==> src/rtl/tlb_pkg.sv <==
package tlb_pkg;

    localparam int VA_W     = 32;
    localparam int PG_OFF_W = 12;
    localparam int VPN_W    = VA_W - PG_OFF_W;
    localparam int PPN_W    = 20;
    localparam int PA_W     = PPN_W + PG_OFF_W;

    typedef logic [VPN_W-1:0]    vpn_t;
    typedef logic [PPN_W-1:0]    ppn_t;
    typedef logic [PG_OFF_W-1:0] pg_off_t;
    typedef logic [PA_W-1:0]     paddr_t;

    typedef struct packed {
        logic valid;
        logic dirty;
        vpn_t vpn;
        ppn_t ppn;
    } tlb_entry_t;

    typedef enum logic {
        ST_IDLE = 1'b0,
        ST_WALK = 1'b1
    } walk_state_e;

    function automatic paddr_t join_pa(ppn_t p, pg_off_t off);
        return {p, off};
    endfunction

endpackage

==> src/rtl/tlb_cam.sv <==
module tlb_cam
    import tlb_pkg::*;
#(
    parameter int N  = 32,
    localparam int IW = $clog2(N)
) (
    input  logic          clk,
    input  logic          rst,
    input  logic          flush,
    input  vpn_t          look_vpn,
    input  logic          wr_en,
    input  logic [IW-1:0] wr_idx,
    input  tlb_entry_t    wr_entry,
    output logic [N-1:0]  valid_vec,
    output logic          hit,
    output logic [IW-1:0] hit_idx,
    output ppn_t          hit_ppn,
    output logic          hit_dirty
);

    logic [N-1:0] hit_vec;
    logic [N-1:0] dirty_vec;
    ppn_t         ppn_a [N];

    for (genvar i = 0; i < N; i++) begin : g_slot
        tlb_entry_t ent_q;

        always_ff @(posedge clk) begin
            if (rst) begin
                ent_q <= '0;
            end else if (flush) begin
                ent_q.valid <= 1'b0;
            end else if (wr_en && (wr_idx == IW'(i))) begin
                ent_q <= wr_entry;
            end
        end

        assign valid_vec[i] = ent_q.valid;
        assign dirty_vec[i] = ent_q.dirty;
        assign ppn_a[i]     = ent_q.ppn;
        assign hit_vec[i]   = ent_q.valid && (ent_q.vpn == look_vpn);
    end

    always_comb begin
        hit_idx   = '0;
        hit_ppn   = '0;
        hit_dirty = 1'b0;
        for (int i = 0; i < N; i++) begin
            if (hit_vec[i]) begin
                hit_idx   = hit_idx | IW'(i);
                hit_ppn   = hit_ppn | ppn_a[i];
                hit_dirty = hit_dirty | dirty_vec[i];
            end
        end
    end

    assign hit = |hit_vec;

    // a page never sits in two slots
    p_single_match_r4: assert property (@(posedge clk) disable iff (rst)
        $onehot0(hit_vec));

    // flush empties the array on the following cycle
    p_flush_empties_r8: assert property (@(posedge clk) disable iff (rst)
        flush |=> (valid_vec == '0));

endmodule

==> src/rtl/tlb_plru.sv <==
module tlb_plru #(
    parameter int N  = 32,
    localparam int IW = $clog2(N)
) (
    input  logic          clk,
    input  logic          rst,
    input  logic          touch_en,
    input  logic [IW-1:0] touch_idx,
    output logic [IW-1:0] victim
);

    if ((1 << IW) != N) begin : g_bad_size
        $error("tlb_plru: N must be a power of two");
    end

    // node k has children 2k and 2k+1; leaves sit at N..2N-1
    // a node bit of 1 steers the victim search to the right child
    logic [N-1:1] tree_q;
    logic [N-1:1] tree_nxt;

    always_comb begin
        int node;
        tree_nxt = tree_q;
        node     = N + int'(touch_idx);
        for (int l = 0; l < IW; l++) begin
            tree_nxt[node / 2] = ((node % 2) == 0);
            node = node / 2;
        end
    end

    always_ff @(posedge clk) begin
        if (rst) begin
            tree_q <= '0;
        end else if (touch_en) begin
            tree_q <= tree_nxt;
        end
    end

    always_comb begin
        int n;
        n = 1;
        for (int l = 0; l < IW; l++) begin
            n = 2 * n + int'(tree_q[n]);
        end
        victim = IW'(n - N);
    end

    // the slot just touched is never the next victim
    p_touch_moves_victim_r9: assert property (@(posedge clk) disable iff (rst)
        touch_en |=> (victim != $past(touch_idx)));

endmodule

==> src/rtl/tlb_walk_ctrl.sv <==
module tlb_walk_ctrl
    import tlb_pkg::*;
(
    input  logic       clk,
    input  logic       rst,
    input  logic       lk_valid,
    input  logic       lk_store,
    input  vpn_t       lk_vpn,
    input  pg_off_t    lk_off,
    input  logic       cam_hit,
    input  logic       cam_dirty,
    input  ppn_t       cam_ppn,
    input  logic       wr_rsp_valid,
    input  logic       wr_rsp_ok,
    input  logic       wr_rsp_dirty,
    input  ppn_t       wr_rsp_ppn,
    output logic       lk_ready,
    output logic       rsp_valid,
    output logic       rsp_fault,
    output paddr_t     rsp_paddr,
    output logic       walk_req,
    output vpn_t       walk_vpn,
    output logic       walk_store,
    output logic       install_en,
    output tlb_entry_t install_entry,
    output logic       hit_touch
);

    walk_state_e state_q;
    vpn_t        pend_vpn_q;
    pg_off_t     pend_off_q;
    logic        pend_store_q;

    logic accept;
    logic good_hit;

    assign lk_ready = (state_q == ST_IDLE);
    assign accept   = lk_valid && lk_ready;
    assign good_hit = cam_hit && !(lk_store && !cam_dirty);

    always_ff @(posedge clk) begin
        if (rst) begin
            state_q      <= ST_IDLE;
            pend_vpn_q   <= '0;
            pend_off_q   <= '0;
            pend_store_q <= 1'b0;
            rsp_valid    <= 1'b0;
            rsp_fault    <= 1'b0;
            rsp_paddr    <= '0;
        end else begin
            rsp_valid <= 1'b0;
            case (state_q)
                ST_IDLE: begin
                    if (accept) begin
                        if (good_hit) begin
                            rsp_valid <= 1'b1;
                            rsp_fault <= 1'b0;
                            rsp_paddr <= join_pa(cam_ppn, lk_off);
                        end else begin
                            state_q      <= ST_WALK;
                            pend_vpn_q   <= lk_vpn;
                            pend_off_q   <= lk_off;
                            pend_store_q <= lk_store;
                        end
                    end
                end
                ST_WALK: begin
                    if (wr_rsp_valid) begin
                        state_q   <= ST_IDLE;
                        rsp_valid <= 1'b1;
                        rsp_fault <= !wr_rsp_ok;
                        rsp_paddr <= wr_rsp_ok ? join_pa(wr_rsp_ppn, pend_off_q) : '0;
                    end
                end
                default: state_q <= ST_IDLE;
            endcase
        end
    end

    assign walk_req   = (state_q == ST_WALK);
    assign walk_vpn   = pend_vpn_q;
    assign walk_store = pend_store_q;
    assign install_en = walk_req && wr_rsp_valid && wr_rsp_ok;
    assign hit_touch  = accept && cam_hit;

    always_comb begin
        install_entry       = '0;
        install_entry.valid = 1'b1;
        install_entry.dirty = wr_rsp_dirty;
        install_entry.vpn   = pend_vpn_q;
        install_entry.ppn   = wr_rsp_ppn;
    end

    // no lookup is taken while a walk is pending
    p_walk_blocks_lookup_r7: assert property (@(posedge clk) disable iff (rst)
        walk_req |-> !lk_ready);

    // the request and its page stay put until answered
    p_walk_held_r3: assert property (@(posedge clk) disable iff (rst)
        (walk_req && !wr_rsp_valid) |=> (walk_req && $stable(walk_vpn)));

    // every walker answer yields exactly one response
    p_answer_responds_r4: assert property (@(posedge clk) disable iff (rst)
        (walk_req && wr_rsp_valid) |=> (rsp_valid && (rsp_fault == !$past(wr_rsp_ok))));

endmodule

==> src/rtl/tlb_top.sv <==
module tlb_top
    import tlb_pkg::*;
#(
    parameter int ENTRIES = 32,
    localparam int IW = $clog2(ENTRIES)
) (
    input  logic        clk,
    input  logic        rst,
    input  logic        flush,
    input  logic        lk_valid,
    output logic        lk_ready,
    input  logic [31:0] lk_vaddr,
    input  logic        lk_store,
    output logic        rsp_valid,
    output logic        rsp_fault,
    output logic [31:0] rsp_paddr,
    output logic        walk_req,
    output logic [19:0] walk_vpn,
    output logic        walk_store,
    input  logic        walk_rsp_valid,
    input  logic        walk_rsp_ok,
    input  logic        walk_rsp_dirty,
    input  logic [19:0] walk_rsp_ppn
);

    vpn_t             lk_vpn;
    pg_off_t          lk_off;
    vpn_t             cam_vpn;
    logic [ENTRIES-1:0] valid_vec;
    logic             cam_hit;
    logic [IW-1:0]    cam_idx;
    ppn_t             cam_ppn;
    logic             cam_dirty;
    logic             install_en;
    tlb_entry_t       install_entry;
    logic             hit_touch;
    logic [IW-1:0]    victim;
    logic [IW-1:0]    free_idx;
    logic             free_found;
    logic [IW-1:0]    install_idx;
    logic             touch_en;
    logic [IW-1:0]    touch_idx;

    assign lk_vpn  = lk_vaddr[VA_W-1:PG_OFF_W];
    assign lk_off  = lk_vaddr[PG_OFF_W-1:0];
    // while a walk is pending the array is searched for the walked page
    assign cam_vpn = walk_req ? walk_vpn : lk_vpn;

    always_comb begin
        free_idx   = '0;
        free_found = 1'b0;
        for (int i = ENTRIES - 1; i >= 0; i--) begin
            if (!valid_vec[i]) begin
                free_idx   = IW'(i);
                free_found = 1'b1;
            end
        end
    end

    always_comb begin
        if (cam_hit)         install_idx = cam_idx;
        else if (free_found) install_idx = free_idx;
        else                 install_idx = victim;
    end

    assign touch_en  = hit_touch || install_en;
    assign touch_idx = install_en ? install_idx : cam_idx;

    tlb_cam #(.N(ENTRIES)) u_cam (
        .clk       (clk),
        .rst       (rst),
        .flush     (flush),
        .look_vpn  (cam_vpn),
        .wr_en     (install_en),
        .wr_idx    (install_idx),
        .wr_entry  (install_entry),
        .valid_vec (valid_vec),
        .hit       (cam_hit),
        .hit_idx   (cam_idx),
        .hit_ppn   (cam_ppn),
        .hit_dirty (cam_dirty)
    );

    tlb_plru #(.N(ENTRIES)) u_plru (
        .clk       (clk),
        .rst       (rst),
        .touch_en  (touch_en),
        .touch_idx (touch_idx),
        .victim    (victim)
    );

    tlb_walk_ctrl u_ctrl (
        .clk           (clk),
        .rst           (rst),
        .lk_valid      (lk_valid),
        .lk_store      (lk_store),
        .lk_vpn        (lk_vpn),
        .lk_off        (lk_off),
        .cam_hit       (cam_hit),
        .cam_dirty     (cam_dirty),
        .cam_ppn       (cam_ppn),
        .wr_rsp_valid  (walk_rsp_valid),
        .wr_rsp_ok     (walk_rsp_ok),
        .wr_rsp_dirty  (walk_rsp_dirty),
        .wr_rsp_ppn    (walk_rsp_ppn),
        .lk_ready      (lk_ready),
        .rsp_valid     (rsp_valid),
        .rsp_fault     (rsp_fault),
        .rsp_paddr     (rsp_paddr),
        .walk_req      (walk_req),
        .walk_vpn      (walk_vpn),
        .walk_store    (walk_store),
        .install_en    (install_en),
        .install_entry (install_entry),
        .hit_touch     (hit_touch)
    );

    // a usable hit answers on the next cycle with the lookup offset
    p_hit_next_cycle_r2: assert property (@(posedge clk) disable iff (rst)
        (lk_valid && lk_ready && cam_hit && !(lk_store && !cam_dirty))
        |=> (rsp_valid && !rsp_fault && !walk_req
             && (rsp_paddr[PG_OFF_W-1:0] == $past(lk_vaddr[PG_OFF_W-1:0]))));

    // a miss starts a walk for the looked-up page
    p_miss_walks_r3: assert property (@(posedge clk) disable iff (rst)
        (lk_valid && lk_ready && !cam_hit)
        |=> (walk_req && (walk_vpn == $past(lk_vaddr[VA_W-1:PG_OFF_W]))));

    // store to a clean slot goes to the walker flagged as a store
    p_clean_store_walks_r6: assert property (@(posedge clk) disable iff (rst)
        (lk_valid && lk_ready && lk_store && cam_hit && !cam_dirty)
        |=> (walk_req && walk_store && !rsp_valid));

    // a faulting answer leaves the array unchanged
    p_fault_not_cached_r5: assert property (@(posedge clk) disable iff (rst)
        (walk_req && walk_rsp_valid && !walk_rsp_ok && !flush)
        |=> (valid_vec == $past(valid_vec)));

    // with room left, a new page fills one more slot instead of evicting
    p_fill_before_evict_r9: assert property (@(posedge clk) disable iff (rst)
        (install_en && !cam_hit && free_found && !flush)
        |=> ($countones(valid_vec) == $past($countones(valid_vec)) + 1));

endmodule

==> config.mk <==
export PLATFORM = sky130hd
export DESIGN_NAME = tlb_top
export DESIGN_NICKNAME = d
export VERILOG_FILES = /design/src/rtl/tlb_pkg.sv /design/src/rtl/tlb_cam.sv /design/src/rtl/tlb_plru.sv /design/src/rtl/tlb_walk_ctrl.sv /design/src/rtl/tlb_top.sv
export SDC_FILE = /design/constraint.sdc
export NUM_CORES = 2
export LEC_CHECK = 0
export BUFFER_PORTS_ARGS = -buffer_cell sky130_fd_sc_hd__buf_2
export CORE_ASPECT_RATIO = 1.1
export CORE_MARGIN = 4
export CORE_UTILIZATION = 35
export CTS_CLUSTER_DIAMETER = 120
export DETAILED_ROUTE_END_ITERATION = 12
export HOLD_SLACK_MARGIN = 0.08
export PLACE_DENSITY = 0.55
export SETUP_SLACK_MARGIN = 0.02
export SLEW_MARGIN = 10
export SYNTH_ARGS = -nofsm -noshare
export SYNTH_HDL_FRONTEND = slang
export SYNTH_SLANG_ARGS = --single-unit
==> constraint.sdc <==
create_clock -name clk -period 7.03 [get_ports clk]
set_clock_uncertainty 0.05 [all_clocks]
set_input_delay 1.0545 -clock clk [delete_from_list [all_inputs] [get_ports clk]]
set_output_delay 1.0545 -clock clk [all_outputs]
set_load 0.01 [all_outputs]
==> impl_results.md <==
* Tcrit/Tclk final at a little over nine tenths
* Hold path start: u_ctrl.walk_store
* Syn Nets at between 7000 and 8000
* CTS tree: yes
* Vias per cell at 6.25
* Initial antenna violation count at 9
* Post-route minimum period at 6.58 ns
* Startpoint types: flip-flop
* Worst reg2reg path depth at 15
* Critical path fanouts, max at 23
* #FFs+latches synth at around 1400
* # port buffers at ~120
* Actual slew at the worst max-slew pin at 1.38 ns
* Post-synth EDFFs at 0
* Post-synth ARST share at 0%
* Delay of the slowest critical-path stage at 0.91 ns
* Largest net degree at the start of global routing at between 200 and 250
* Final TNS setup at 0 ns
* Sinks on Clock Net at 1443
* CTS hold repair buffers at 0
* Post-CTS sizing at 0
* Max-Cap Viols at 0
* Crit-path slowest cell: nor4b_4
* Wirelength, routed at 290 mm
* Per-cell routed wire length at 30.1 um
* Hold Violations, Final at 0
* Yosys warns at 0
* # Post-CTS Setup Buffers at 0
* DR iter-0 viols at around 7800
* DP Wirelength at between 150 and 200 mm
* Most frequent cells in the layout: dfxtp_1, nand2_1, mux2i_1, nor4_1, xnor2_1
* Worst Setup Path Type: flip-flop to flip-flop
* Setup violations, final at 0
* Clock buffer depth at 3
* CTS buffer count at approximately 160
* Most common cell after layout, fill and taps aside: dfxtp_1
* Antenna-violating nets left at 0
* Core area at slightly below 0.2 mm2
* Reg-to-reg endpoint: u_cam.g_slot[6].ent_q[24]
* Io pins at approximately 120
* CTS Root Cell: clkbuf_16
* Via count at 60292
* Synth cell types at 86
* Status: finished, final reports clean
* Post-route total power at about 19 mW
* H-tree Lvls at 4
* Worst IR drop on VDD at about 0.22 mV
* Drt pass-1 iters at 8
* Syn Area/Cell at roughly 9.5 um2
* Cell Chain, Critical Path: mux2i_4, buf_4, buf_4, xnor2_1, nor4_2, nand2_1, nor3_4, buf_4, nor4_1, nand4_1, mux2i_1, nor4b_4, nand2b_4, buf_12, mux2i_1
* Worst EP arrival at 7.17 ns
* DRC violations left at 0
* Min-Delay Endpoint: u_ctrl.walk_store
* # nets final at 7013
* Yosys top cell area share at 42.3%
* Clk_lat worst skew at between 0.8 and 0.9 ns
* Hold Path Class: flip-flop to flip-flop
* Die extent in x at roughly 430 um
* Main synth FF type: dfxtp_1
* Proportion of layout cells with a drive suffix above 1 at 14.4%
* Die Ht at around 470 um
* Final Max Slew Viols at 0
* Area grow syn2layout at 12.4%
* Gp weighted congestion at slightly above 0.9
* Slew Limit Headroom at 7.68%
* Hold path depth at 2
* Post-synthesis sequential area ratio at 42.3%
* CP dominant cell by count: buf_4
* Post-synthesis cell area at between 0.06 and 0.07 mm2
* Gr usage total at 27.3%
* Area contributors post-synth: dfxtp_1, mux2i_1, xnor2_1
* Starting Density at 35.3%
* Die Area at slightly above 0.2 mm2
* Unrepaired setup endpoints after global routing: false
* Fmax at around 150 MHz
* Setup WS pre-CTS at 0.670 ns
* Cell taking the most area after synthesis: dfxtp_1
* Row Count at 169
* Worst R2R Start: u_ctrl.walk_req
* Final WS setup at roughly 0.45 ns
* Leak at around 30 nW
* Aggregate global routing overflow at 0
* Worst-path clk slew at about 0.060 ns
* Worst setup EP type: flip-flop
* Vias in the first global route at about 57000
* Post-synthesis cell count at between 7000 and 8000
* Power Density at roughly 240 mW/mm2
* First-pass GRT wire length at roughly 410 mm
* Flop2flop setup slack at about 0.45 ns
* Required @ worst endpoint at 7.61 ns
==> worst max-delay path: cells and delay by family, from the launching register on <==
| family | cells | cell delay (ns) |
|---|---|---|
| XOR/XNOR | 1 | 0.08 |
| buffers and inverters | 4 | 1.30 |
| flip-flops | 1 | 0.85 |
| multiplexers | 3 | 1.26 |
| AND/OR/NAND/NOR | 7 | 2.66 |
==> kinds of logic (layout without fill, tap and decap cells) <==
family / Yosys count / after routing / share of synthesized area [%]
and+or+nand+nor: 2348 / 2348 / 17.9
DFF: 1443 / 1443 / 42.3
AOI/OAI and AO/OA: 1158 / 1158 / 14.0
buffers and inverters: 844 / 734 / 6.14
muxes: 755 / 755 / 11.5
xor gates and xnor gates: 639 / 639 / 8.22
other: 0 / 3 / 0
==> metal layers <==
layer	vias up	global-route usage, %	share of wire [%]
met5	-	0	0.0079
met4	4	14.2	5.7
met3	831	5.56	9.6
met2	3265	41.7	43
met1	30198	36.5	41
li1	25994	-	-
==> sequential cells by signal, summed over array words and instances, names as in the netlist <==
signal	cells
u_ctrl.pend_off_q	12
u_cam.valid_vec	32
u_ctrl.walk_store	1
u_ctrl.rsp_paddr	32
u_ctrl.rsp_fault	1
u_cam.g_slot.ent_q	1280
u_ctrl.walk_req	1
u_ctrl.rsp_valid	1
u_ctrl.walk_vpn	20
u_plru.tree_q	31
u_cam.dirty_vec	32
==> how the worst max path moves through the flow <==
stage | end | slack [ns] | start | cells after the start
after floorplan | u_cam.g_slot[10].ent_q[37] | 2.73 | lk_vaddr[29] | 16
after global placement | u_cam.g_slot[6].ent_q[39] | 0.69 | lk_vaddr[27] | 16
after detailed placement | u_cam.g_slot[6].ent_q[26] | 0.67 | lk_vaddr[27] | 16
after CTS | u_cam.g_slot[6].ent_q[26] | 0.67 | u_ctrl.walk_req | 15
after global routing | u_cam.g_slot[6].ent_q[26] | 0.51 | u_ctrl.walk_req | 15
final | u_cam.g_slot[6].ent_q[24] | 0.45 | u_ctrl.walk_req | 15
==> metrics by stage <==
step	util [%]	cell area [um2]	hold WS [ns]	cells
2_1_floorplan	-	68300	0.380	7187
3_3_place_gp	36.9	71300	0.392	9355
3_5_place_dp	36.9	71300	0.399	9355
4_1_cts	39.7	76800	0.388	9642
5_1_grt	39.7	76800	0.418	9642
6_report	39.7	76800	0.405	9645
==> area by class of cell <==
cell class,count,area [um2]
Fill cell,18950,117000
Multi-Input combinational cell,4900,35600
Sequential cell,1443,28900
Clock buffer,238,4800
Timing Repair Buffer,405,3480
Tap cell,2565,3210
Clock inverter,49,633
Inverter,42,165
Antenna cell,3,7.51
==> where the power goes <==
part	internal (mW)	switching (mW)
sequential	8.20	0.0304
clock	5.14	3.66
combinational	0.446	1.10
total	13.8	4.79
==> cells in the mapped netlist (32+ instances only) <==
cell type     n
dfxtp_1    1443
inv_1        41
nand4_1      90
buf_2       152
nor2_1      117
nand3_1      85
o21ai_0      32
xnor2_1     618
nand2_1     854
buf_6        88
a31o_2      214
clkbuf_1    505
a21oi_1      47
a22oi_1     207
mux2i_1     731
a221oi_1     40
nor4_1      732
nor3_1      273
a22o_1       48
a31o_1      445
buf_4        33
No activity file was read; power rests on OpenSTA's default activity.
